--- src/rtl/ddr3_pwrup_pkg.sv ---
package ddr3_pwrup_pkg;

  typedef enum logic [2:0] {
    ST_IDLE, ST_RST, ST_CKE, ST_XPR, ST_CMD, ST_GAP, ST_DONE
  } seq_state_e;

  // order of issue within one chip select, then calibration
  typedef enum logic [2:0] {
    STEP_MR2, STEP_MR3, STEP_MR1, STEP_MR0, STEP_ZQ0, STEP_ZQ1
  } seq_step_e;

  function automatic longint ns_to_cyc(longint ns, longint period_ps);
    longint c;
    c = (ns * 64'sd1000 + period_ps - 64'sd1) / period_ps;
    if (c < 64'sd1) c = 64'sd1;
    return c;
  endfunction

endpackage

--- src/rtl/seq_timer.sv ---
module seq_timer #(
  parameter int W = 8
) (
  input  logic         clk_i,
  input  logic         rst_ni,
  input  logic         load_i,
  input  logic [W-1:0] val_i,
  output logic         zero_o
);
  logic [W-1:0] cnt_q;

  always_ff @(posedge clk_i or negedge rst_ni) begin
    if (!rst_ni)              cnt_q <= '0;
    else if (load_i)          cnt_q <= val_i - W'(1);
    else if (cnt_q != '0)     cnt_q <= cnt_q - W'(1);
  end

  assign zero_o = (cnt_q == '0);
endmodule

--- src/rtl/cs_scan.sv ---
module cs_scan #(
  parameter int NUM_CS = 4,
  parameter int CS_W   = 2
) (
  input  logic [NUM_CS-1:0] mask_i,
  input  logic [CS_W:0]     from_i,
  output logic              found_o,
  output logic [CS_W-1:0]   idx_o
);
  // lowest populated select at or above from_i
  always_comb begin
    found_o = 1'b0;
    idx_o   = '0;
    for (int i = NUM_CS - 1; i >= 0; i--) begin
      if (mask_i[i] && ((CS_W+1)'(i) >= from_i)) begin
        found_o = 1'b1;
        idx_o   = CS_W'(i);
      end
    end
  end
endmodule

--- src/rtl/mr_encoder.sv ---
module mr_encoder
  import ddr3_pwrup_pkg::*;
#(
  parameter int ADDR_W = 16
) (
  input  seq_step_e         step_i,
  input  logic [2:0]        rtt_nom_i,
  input  logic [1:0]        rtt_wr_i,
  output logic [2:0]        ba_o,
  output logic [ADDR_W-1:0] addr_o,
  output logic              zq_o
);
  always_comb begin
    ba_o   = 3'd0;
    addr_o = '0;
    zq_o   = 1'b0;
    case (step_i)
      STEP_MR2: begin
        ba_o        = 3'd2;
        addr_o[6]   = 1'b1;
        addr_o[10:9] = rtt_wr_i;
      end
      STEP_MR3: ba_o = 3'd3;
      STEP_MR1: begin
        ba_o      = 3'd1;
        addr_o[1] = 1'b1;
        addr_o[2] = rtt_nom_i[0];
        addr_o[6] = rtt_nom_i[1];
        addr_o[9] = rtt_nom_i[2];
      end
      STEP_MR0: begin
        addr_o[3]    = 1'b1;
        addr_o[6:4]  = 3'd2;
        addr_o[8]    = 1'b1;
        addr_o[11:9] = 3'd2;
      end
      default: begin
        zq_o       = 1'b1;
        addr_o[10] = 1'b1;
      end
    endcase
  end
endmodule

--- src/rtl/ddr3_pwrup_seq.sv ---
module ddr3_pwrup_seq
  import ddr3_pwrup_pkg::*;
#(
  parameter int CLK_PERIOD_PS = 4000,
  parameter int T_RST_NS      = 200000,
  parameter int T_CKE_NS      = 500000,
  parameter int T_XPR_NS      = 360,
  parameter int T_DLL_NS      = 500000,
  parameter int MR_GAP        = 4,
  parameter int NUM_CS        = 4,
  parameter int ADDR_W        = 16,
  parameter int CS_W          = $clog2(NUM_CS)
) (
  input  logic              clk_i,
  input  logic              rst_ni,
  input  logic              start_i,
  input  logic [NUM_CS-1:0] cs_present_i,
  input  logic              rdimm_i,
  input  logic [2:0]        rtt_nom_i,
  input  logic [1:0]        rtt_wr_i,
  output logic              mem_rst_no,
  output logic              cke_o,
  output logic              cmd_vld_o,
  output logic              cmd_zq_o,
  output logic [CS_W-1:0]   cs_o,
  output logic [2:0]        ba_o,
  output logic [ADDR_W-1:0] addr_o,
  output logic              done_o
);
  localparam longint N_RST = ns_to_cyc(T_RST_NS, CLK_PERIOD_PS);
  localparam longint N_CKE = ns_to_cyc(T_CKE_NS, CLK_PERIOD_PS);
  localparam longint N_XPR = ns_to_cyc(T_XPR_NS, CLK_PERIOD_PS);
  localparam longint N_GAP = (MR_GAP < 1) ? 64'sd1 : longint'(MR_GAP);
  localparam longint N_DL0 = ns_to_cyc(T_DLL_NS, CLK_PERIOD_PS);
  localparam longint N_DLL = (N_DL0 > N_GAP) ? N_DL0 : N_GAP;
  localparam longint N_M1  = (N_RST > N_CKE) ? N_RST : N_CKE;
  localparam longint N_M2  = (N_XPR > N_DLL) ? N_XPR : N_DLL;
  localparam longint N_MAX = (N_M1 > N_M2) ? N_M1 : N_M2;
  localparam int     TMR_W = $clog2(N_MAX + 1) + 1;

  seq_state_e state_q;
  seq_step_e  step_q;
  logic [CS_W-1:0]   cs_q, zq_base_q;
  logic [NUM_CS-1:0] mask_q;
  logic              rdimm_q;
  logic [2:0]        nom_q;
  logic [1:0]        wr_q;

  logic              tmr_load, tmr_zero;
  logic [TMR_W-1:0]  tmr_val;
  logic              first_found, next_found, enc_zq;
  logic [CS_W-1:0]   first_idx, next_idx;
  logic [2:0]        enc_ba;
  logic [ADDR_W-1:0] enc_addr;

  cs_scan #(.NUM_CS(NUM_CS), .CS_W(CS_W)) i_first (
    .mask_i (cs_present_i),
    .from_i ('0),
    .found_o(first_found),
    .idx_o  (first_idx)
  );

  cs_scan #(.NUM_CS(NUM_CS), .CS_W(CS_W)) i_next (
    .mask_i (mask_q),
    .from_i ({1'b0, cs_q} + (CS_W+1)'(1)),
    .found_o(next_found),
    .idx_o  (next_idx)
  );

  mr_encoder #(.ADDR_W(ADDR_W)) i_enc (
    .step_i   (step_q),
    .rtt_nom_i(nom_q),
    .rtt_wr_i (wr_q),
    .ba_o     (enc_ba),
    .addr_o   (enc_addr),
    .zq_o     (enc_zq)
  );

  always_comb begin
    tmr_load = 1'b0;
    tmr_val  = TMR_W'(N_GAP);
    case (state_q)
      ST_IDLE, ST_DONE: begin tmr_load = start_i;  tmr_val = TMR_W'(N_RST); end
      ST_RST:           begin tmr_load = tmr_zero; tmr_val = TMR_W'(N_CKE); end
      ST_CKE:           begin tmr_load = tmr_zero; tmr_val = TMR_W'(N_XPR); end
      ST_CMD: begin
        tmr_load = (step_q != STEP_ZQ1);
        tmr_val  = (step_q == STEP_MR0) ? TMR_W'(N_DLL) : TMR_W'(N_GAP);
      end
      default: ;
    endcase
  end

  seq_timer #(.W(TMR_W)) i_tmr (
    .clk_i (clk_i),
    .rst_ni(rst_ni),
    .load_i(tmr_load),
    .val_i (tmr_val),
    .zero_o(tmr_zero)
  );

  always_ff @(posedge clk_i or negedge rst_ni) begin
    if (!rst_ni) begin
      state_q   <= ST_IDLE;
      step_q    <= STEP_MR2;
      cs_q      <= '0;
      zq_base_q <= '0;
      mask_q    <= '0;
      rdimm_q   <= 1'b0;
      nom_q     <= '0;
      wr_q      <= '0;
    end else begin
      case (state_q)
        ST_IDLE, ST_DONE: if (start_i) begin
          state_q   <= ST_RST;
          mask_q    <= cs_present_i;
          rdimm_q   <= rdimm_i;
          nom_q     <= rtt_nom_i;
          wr_q      <= rtt_wr_i;
          cs_q      <= first_found ? first_idx : '0;
          zq_base_q <= first_found ? (first_idx & ~CS_W'(1)) : '0;
          step_q    <= first_found ? STEP_MR2 : STEP_ZQ0;
        end
        ST_RST: if (tmr_zero) state_q <= ST_CKE;
        ST_CKE: if (tmr_zero) state_q <= ST_XPR;
        ST_XPR: if (tmr_zero) state_q <= ST_CMD;
        ST_GAP: if (tmr_zero) state_q <= ST_CMD;
        ST_CMD: begin
          state_q <= (step_q == STEP_ZQ1) ? ST_DONE : ST_GAP;
          case (step_q)
            STEP_MR2: step_q <= STEP_MR3;
            STEP_MR3: step_q <= STEP_MR1;
            STEP_MR1: step_q <= STEP_MR0;
            STEP_MR0: begin
              if (rdimm_q && next_found) begin
                step_q <= STEP_MR2;
                cs_q   <= next_idx;
              end else begin
                step_q <= STEP_ZQ0;
                cs_q   <= zq_base_q;
              end
            end
            STEP_ZQ0: begin
              step_q <= STEP_ZQ1;
              cs_q   <= cs_q | CS_W'(1);
            end
            default: ;
          endcase
        end
        default: state_q <= ST_IDLE;
      endcase
    end
  end

  assign mem_rst_no = !(state_q inside {ST_IDLE, ST_RST});
  assign cke_o      = state_q inside {ST_XPR, ST_CMD, ST_GAP, ST_DONE};
  assign cmd_vld_o  = (state_q == ST_CMD);
  assign cmd_zq_o   = cmd_vld_o && enc_zq;
  assign cs_o       = cmd_vld_o ? cs_q : '0;
  assign ba_o       = cmd_vld_o ? enc_ba : '0;
  assign addr_o     = cmd_vld_o ? enc_addr : '0;
  assign done_o     = (state_q == ST_DONE);

endmodule

--- config.mk ---
export PLATFORM = sky130hd
export DESIGN_NAME = ddr3_pwrup_seq
export DESIGN_NICKNAME = d
export VERILOG_FILES = /design/src/rtl/ddr3_pwrup_pkg.sv /design/src/rtl/seq_timer.sv /design/src/rtl/cs_scan.sv /design/src/rtl/mr_encoder.sv /design/src/rtl/ddr3_pwrup_seq.sv
export SDC_FILE = /design/constraint.sdc
export NUM_CORES = 1
export LEC_CHECK = 0
export ABC_AREA = 1
export CAP_MARGIN = 20
export CORE_MARGIN = 2
export CORE_UTILIZATION = 35
export CTS_CLUSTER_SIZE = 24
export DETAILED_ROUTE_END_ITERATION = 10
export GPL_ROUTABILITY_DRIVEN = 0
export PLACE_DENSITY = 0.56
export SYNTH_ARGS = -nofsm -noshare
export SYNTH_HDL_FRONTEND = slang
export SYNTH_HIERARCHICAL = 1
export SYNTH_SLANG_ARGS = --single-unit
--- constraint.sdc ---
create_clock -name clk_i -period 4.71 [get_ports clk_i]
set_clock_uncertainty 0.2 [all_clocks]
set_input_delay 0.942 -clock clk_i [delete_from_list [all_inputs] [get_ports clk_i]]
set_output_delay 0.942 -clock clk_i [all_outputs]
set_load 0.005 [all_outputs]
==> results.py, run 1 <==
metrics = {
    "synthesis": {
        "syn_area_per_cell_um2": 6.39,
        "synth_seq_cells": 37,
        "syn_area_um2": 3200,
        "ys_warn_count": 6,
        "seq_area_frac_synth_pct": 28.9,
        "yosys.cell_types.count": 34,
        "syn_inst": 501,
    },
    "place": {
        "hpwlAfterDp_um": 5730,
        "portBuffers": 29,
    },
    "global_route": {
        "first_global_vias": 2824,
        "grt_max_degree": 38,
        "grt_overflow_total": 0,
        "antenna_found_initial": 0,
        "grt_pass1_wl_um": 12900,
        "grt_use_total_pct": 16.0,
    },
    "routing": {
        "wl_met1_um": 3390,
        "via_count": 2944,
        "dr_wl_met3_um": 325,
        "post_drt_wl_per_cell_um": 11.3,
        "wl_um": 7310,
        "route.detailed.drc": 0,
        "firstDrtPassIters": 4,
        "via_per_inst": 4.56,
        "top_layer_used": "met4",
        "final_antenna_net_count": 0,
        "met2_length_um": 3490,
        "drt_iter0_markers": 121,
    },
    "timing": {
        "clock.fmax_ghz": 0.269,
        "relSlewSlack_pct": 35.1,
        "rsz0062_at_grt": "no",
        "slew_viol_final": 0,
        "whs_ns": 0.291,
        "tightest_slew_ns": 0.969,
        "min_period_ns": 3.72,
        "finalSetupViolCount": 0,
        "hold_violations": 0,
        "fin_tns_setup_ns": 0,
        "timing.final.crit_share_pct": 79.1,
    },
    "clock_tree": {
        "htreeDepth": 2,
        "cts-hold-fix-buffers": 0,
        "cts.clk_slew.worst_paths_ns": 0.08,
        "root_buffer": "clkbuf_8",
        "post-cts-setup-buffer-count": 0,
        "cts_tree": "built",
        "cts_buffers": 5,
        "cts_sinks": 37,
        "cts_resized": 0,
        "cts_buffer_depth": 2,
        "worstSkewPairLatency_ns": 0.30,
    },
    "finish": {
        "syn_to_final_growth_pct": 13.1,
        "final_net_count": 552,
        "layout_common_cells": "140 x nand2_1, 83 x inv_1, 67 x nor2_1",
        "drive_gt1_share_pct": 12.8,
        "final_common_cell": "nand2_1",
        "diodes": 0,
    },
    "floorplan": {
        "start_util_pct": 36.4,
        "fp.coreArea_um2": 8810,
        "ioPinCount": 39,
        "die_x_um": 99.6,
        "dieHeight_um": 99.6,
        "rows": 34,
        "die_area_um2": 9930,
    },
    "setup_path": {
        "rrSetupSlack_ns": 1.14,
        "cp_max_fo": 21,
        "timing.rr.start": "i_tmr/cnt_q[8]",
        "crit_path_end_kind": "flip-flop",
        "critical_path_arrival_ns": 3.68,
        "path_class": "input pin to flip-flop",
        "reg2regPathDepth": 19,
        "crit_required_ns": 4.67,
        "start_kind": "input pin",
        "regToRegEndpoint": "i_tmr/cnt_q[12]",
    },
    "power": {
        "leakage_nw": 1.88,
        "ir_worst_vdd_mv": 0.308,
        "power_density_nw_per_um2": 658,
        "total_power_w": 0.00238,
    },
    "worst_hold_path": {
        "min_from": "nom_q[1]",
        "hold_depth": 2,
        "whs_endpoint": "nom_q[1]",
        "hold_class": "flip-flop to flip-flop",
    },
    "run": {
        "drv_cap": 0,
    },
    "run_status": {
        "status": "completed",
    },
}
-- kinds of logic after synthesis --
family / count (synthesis) / synth area share (%)
adders and majority gates: 2 / 0.781
AOI/OAI and AO/OA: 41 / 7.46
DFF: 37 / 28.9
other: 2 / 0.235
xor gates and xnor gates: 4 / 1.09
buffers and inverters: 113 / 17.0
and+or+nand+nor: 302 / 44.5
-- critical path, stage by stage --
cell	delay (ns)
clkdlybuf4s50_1	0.71
nand2_2	0.23
o211ai_1	0.51
inv_6	0.22
nor2_4	0.14
nor2_2	0.06
inv_1	0.08
ha_1	0.19
nand3_2	0.14
inv_1	0.10
nand2_1	0.09
nor2_1	0.09
nand2_1	0.06
nand2_1	0.07
nor2_1	0.03
-- layout make-up --
| type | count | area [um^2] |
|---|---|---|
| Clock buffer | 6 | 72.6 |
| Clock inverter | 2 | 38.8 |
| Fill cell | 940 | 5180 |
| Inverter | 89 | 339 |
| Multi-Input combinational cell | 374 | 1820 |
| Sequential cell | 37 | 926 |
| Tap cell | 108 | 135 |
| Timing Repair Buffer | 30 | 293 |
-- metrics by stage --
step                util [%]  cell area [um^2]  std cells  setup WS (ns)
finish                  41.1              3620        646          0.986
global route            41.1              3620        646          0.676
CTS                     41.1              3620        646          0.990
detailed placement      39.9              3510        638          0.683
global placement        39.9              3510        638          0.781
floorplan                  -              3290        524           1.93
-- cell usage after synthesis --
| cell type | count | area share [%] |
|---|---|---|
| nand2_1 | 140 | 16 |
| inv_1 | 83 | 9.7 |
| nor2_1 | 67 | 7.9 |
| nand3_1 | 40 | 6.3 |
| dfrtp_1 | 37 | 29 |
| a21oi_1 | 15 | 2.3 |
| nand2_2 | 15 | 2.9 |
| buf_4 | 12 | 2.8 |
| nor2_2 | 12 | 2.3 |
| o21ai_0 | 12 | 1.9 |
| nand2_4 | 11 | 3.9 |
| buf_6 | 7 | 2.5 |
| nor2_4 | 6 | 2.1 |
| o21ai_1 | 6 | 0.94 |
| inv_2 | 5 | 0.59 |
| nand3_2 | 3 | 0.94 |
| nor3_1 | 3 | 0.47 |
| xnor2_1 | 3 | 0.82 |
| a21oi_2 | 2 | 0.55 |
| buf_2 | 2 | 0.31 |
| clkbuf_1 | 2 | 0.23 |
| conb_1 | 2 | 0.23 |
| ha_1 | 2 | 0.78 |
| nand3b_2 | 2 | 0.70 |
| nand4_1 | 2 | 0.39 |
| o21ai_2 | 2 | 0.55 |
| a21boi_0 | 1 | 0.23 |
| buf_12 | 1 | 0.63 |
| inv_6 | 1 | 0.27 |
| nor4_1 | 1 | 0.20 |
| o211ai_1 | 1 | 0.23 |
| o21a_1 | 1 | 0.23 |
| o21ai_4 | 1 | 0.51 |
| xor2_1 | 1 | 0.27 |
-- sequential cells by signal, summed over array words and instances, names as in the netlist --
name / cells
nom_q: 3
mask_q: 4
cs_q: 2
wr_q: 2
step_q: 3
rdimm_q: 1
zq_base_q: 1
i_tmr/cnt_q: 18
state_q: 3
-- report_power, final --
part	internal (W)	switching, W
combinational	0.000515	0.000998
sequential	0.000466	0.000124
clock	0.000159	0.000120
-- routing by layer --
metal | up-vias | track usage [%]
met5 | - | 0
met4 | 0 | 4.95
met3 | 9 | 2.39
met2 | 78 | 27.6
met1 | 1306 | 20.5
li1 | 1551 | -
-- worst max-delay path by stage --
stage	startpoint	endpoint	slack, ns	cells after the start
3_5_place_dp	start_i	i_tmr/cnt_q[12]	0.68	15
6_report	start_i	i_tmr/cnt_q[12]	0.99	15
2_1_floorplan	start_i	i_tmr/cnt_q[12]	1.93	17
3_3_place_gp	start_i	i_tmr/cnt_q[12]	0.78	15
4_1_cts	start_i	i_tmr/cnt_q[12]	0.99	15
5_1_grt	start_i	i_tmr/cnt_q[12]	0.68	15
No activity file was read; power rests on OpenSTA's default activity.
==> run 2, diff against run 1 <==
--- a/config.mk
+++ b/config.mk
@@ -12,7 +12,7 @@
 export CTS_CLUSTER_SIZE = 24
 export DETAILED_ROUTE_END_ITERATION = 10
 export GPL_ROUTABILITY_DRIVEN = 0
-export PLACE_DENSITY = 0.56
+export PLACE_DENSITY = 0.58
 export SYNTH_ARGS = -nofsm -noshare
 export SYNTH_HDL_FRONTEND = slang
 export SYNTH_HIERARCHICAL = 1
==> constraint.sdc (replaced) <==
create_clock -name clk_i -period 3.33 [get_ports clk_i]
set_clock_uncertainty 0.2 [all_clocks]
set_input_delay 0.666 -clock clk_i [delete_from_list [all_inputs] [get_ports clk_i]]
set_output_delay 0.666 -clock clk_i [all_outputs]
set_load 0.005 [all_outputs]
==> run 2 against run 1 <==
  * Final cell count grew 1.4%
  * Flip-flop and latch count is the same
  * First-iteration DRC count increased by 29%
  * Die area unchanged
  * Register-to-register slack worse by 0.62 ns
  * Sequential share of layout area decreased by 0.30 points
  * Worst setup slack got worse by 0.46 ns
  * Worst hold slack worse by 0.015 ns
  * Total power rose by 40%
==> results.py, run 2 (synthesis gave the netlist of run 1 again) <==
metrics = {
    "run_status": {
        "status": "completed",
    },
    "finish": {
        "final_net_count": 561,
        "syn_to_final_growth_pct": 14.4,
        "regMostFlops": "i_tmr/cnt_q",
        "diodes": 0,
        "largest_reg_flops": 18,
        "drive_gt1_share_pct": 14.4,
        "num-fill-cells": 924,
        "largest_registers": "i_tmr/cnt_q: 18 flops, mask_q: 4 flops",
        "final_common_cell": "nand2_1",
        "fin_cells": 655,
        "layout_common_cells": "140 x nand2_1, 83 x inv_1, 67 x nor2_1",
    },
    "setup_path": {
        "crit_slowest_cell": "dfrtp_1",
        "timing.rr.start": "i_tmr/cnt_q[3]",
        "crit_chain": "inv_1 > nand4_1 > nor2_1 > nand3_1 > inv_1 > inv_1 > o211ai_1 > buf_4 > inv_6 > nor2_4 > nor2_2 > inv_1 > ha_1 > nand3_2 > inv_1 > nand2_1 > nor2_1 > nand2_1 > nand2_1 > nor2_1",
        "max_stage_delay_ns": 0.36,
        "path_class": "flip-flop to flip-flop",
        "crit_path_end_kind": "flip-flop",
        "critical_path_arrival_ns": 2.76,
        "cp_max_fo": 21,
        "start_kind": "flip-flop",
        "crit_top_cell": "inv_1",
        "startpoint": "i_tmr/cnt_q[3]",
        "crit_required_ns": 3.28,
    },
    "floorplan": {
        "fp.coreArea_um2": 8810,
        "ioPinCount": 39,
        "die_x_um": 99.6,
        "rows": 34,
        "start_util_pct": 36.4,
        "die_area_um2": 9930,
        "dieHeight_um": 99.6,
    },
    "routing": {
        "post_drt_wl_per_cell_um": 11.2,
        "wl_met1_um": 3470,
        "firstDrtPassIters": 4,
        "dr_wl_met3_um": 284,
        "via_per_inst": 4.50,
        "via_count": 2945,
        "final_antenna_net_count": 0,
        "met2_length_um": 3540,
        "drt_iter0_markers": 156,
        "route.detailed.drc": 0,
        "wl_um": 7360,
        "top_layer_used": "met4",
    },
    "timing": {
        "finalSetupViolCount": 0,
        "tightest_slew_ns": 0.881,
        "min_period_ns": 2.81,
        "fin_tns_setup_ns": 0,
        "relSlewSlack_pct": 41.3,
        "hold_violations": 0,
        "clock.fmax_ghz": 0.356,
        "rsz0062_at_grt": "no",
        "slew_viol_final": 0,
        "timing.final.crit_share_pct": 84.2,
    },
    "clock_tree": {
        "cts_tree": "built",
        "cts_sinks": 37,
        "cts_buffers": 5,
        "cts_resized": 0,
        "cts-hold-fix-buffers": 0,
        "root_buffer": "clkbuf_8",
        "cts.clk_slew.worst_paths_ns": 0.09,
        "worstSkewPairLatency_ns": 0.29,
        "post-cts-setup-buffer-count": 0,
        "cts_buffer_depth": 2,
        "htreeDepth": 2,
    },
    "worst_hold_path": {
        "min_from": "nom_q[0]",
        "hold_class": "flip-flop to flip-flop",
    },
    "global_route": {
        "grt_overflow_total": 0,
        "antenna_found_initial": 0,
        "grt_pass1_wl_um": 12800,
        "grt_use_total_pct": 15.8,
        "first_global_vias": 2853,
        "grt_max_degree": 38,
    },
    "power": {
        "power_density_nw_per_um2": 913,
        "leakage_nw": 1.91,
        "ir_worst_vdd_mv": 0.362,
    },
    "run": {
        "drv_cap": 0,
    },
    "place": {
        "hpwlAfterDp_um": 5620,
        "dp_cells": 645,
        "portBuffers": 29,
    },
}
## run 2: cell types whose count changed in the layout (fill, tap and decap cells not counted)
cell        before  now
clkinv_2         0    2
bufinv_16        1    0
buf_4            1   10
clkinvlp_4       0    1
clkbuf_1         1    0
clkinv_4         1    0
## run 2: final cells by class
cell class | instances | area [um^2] | area share (%)
clock buffer | 5 | 68.8 | 1.88
clock inverter | 3 | 17.5 | 0.478
inverter | 89 | 339 | 9.26
multi-input combinational | 374 | 1820 | 49.6
sequential | 37 | 926 | 25.3
tap | 108 | 135 | 3.69
timing repair buffer | 39 | 360 | 9.84
## run 2: stage by stage
step	util (%)	setup slack (ns)	hold WS [ns]	power [W]	instance area [um^2]
after floorplan	-	0.649	0.170	0.00262	3290
after global placement	40.5	0.198	0.263	0.00299	3560
after detailed placement	40.5	0.157	0.263	0.00301	3560
after CTS	41.4	0.207	0.285	0.00334	3650
after global routing	41.6	0.227	0.317	0.00371	3660
final	41.6	0.525	0.276	0.00335	3660
## run 2: where the power goes
| group | switching, W | internal, W |
|---|---|---|
| sequential | 0.000160 | 0.000660 |
| combinational | 0.00143 | 0.000774 |
| clock | 0.000177 | 0.000145 |
| total | 0.00177 | 0.00158 |
## run 2: critical path, delay by kind of cell, from the launching register on
kind                       cells  cell delay, ns
buffers and inverters          7            0.73
DFF                            1            0.36
AOI/OAI and AO/OA              1            0.16
adders and majority gates      1            0.19
and+or+nand+nor               11            0.99
## run 2: path summary, 6_finish.rpt
kind / endpoint / slack (ns) / depth (start not counted)
setup / recovery: i_tmr/cnt_q[12] / 0.52 / 20
hold / removal: nom_q[0] / 0.28 / 2
setup reg to reg: i_tmr/cnt_q[12] / 0.52 / 20
hold reg to reg: nom_q[0] / 0.28 / 2
max in group asynchronous: i_tmr/cnt_q[0] / 2.09 / 1
min in group asynchronous: rdimm_q / 0.29 / 1
## run 2: routing by layer
layer | global-route usage (%) | up-vias
met5 | 0 | -
met4 | 4.21 | 0
met3 | 2.39 | 8
met2 | 28.0 | 60
met1 | 19.9 | 1313
li1 | - | 1564
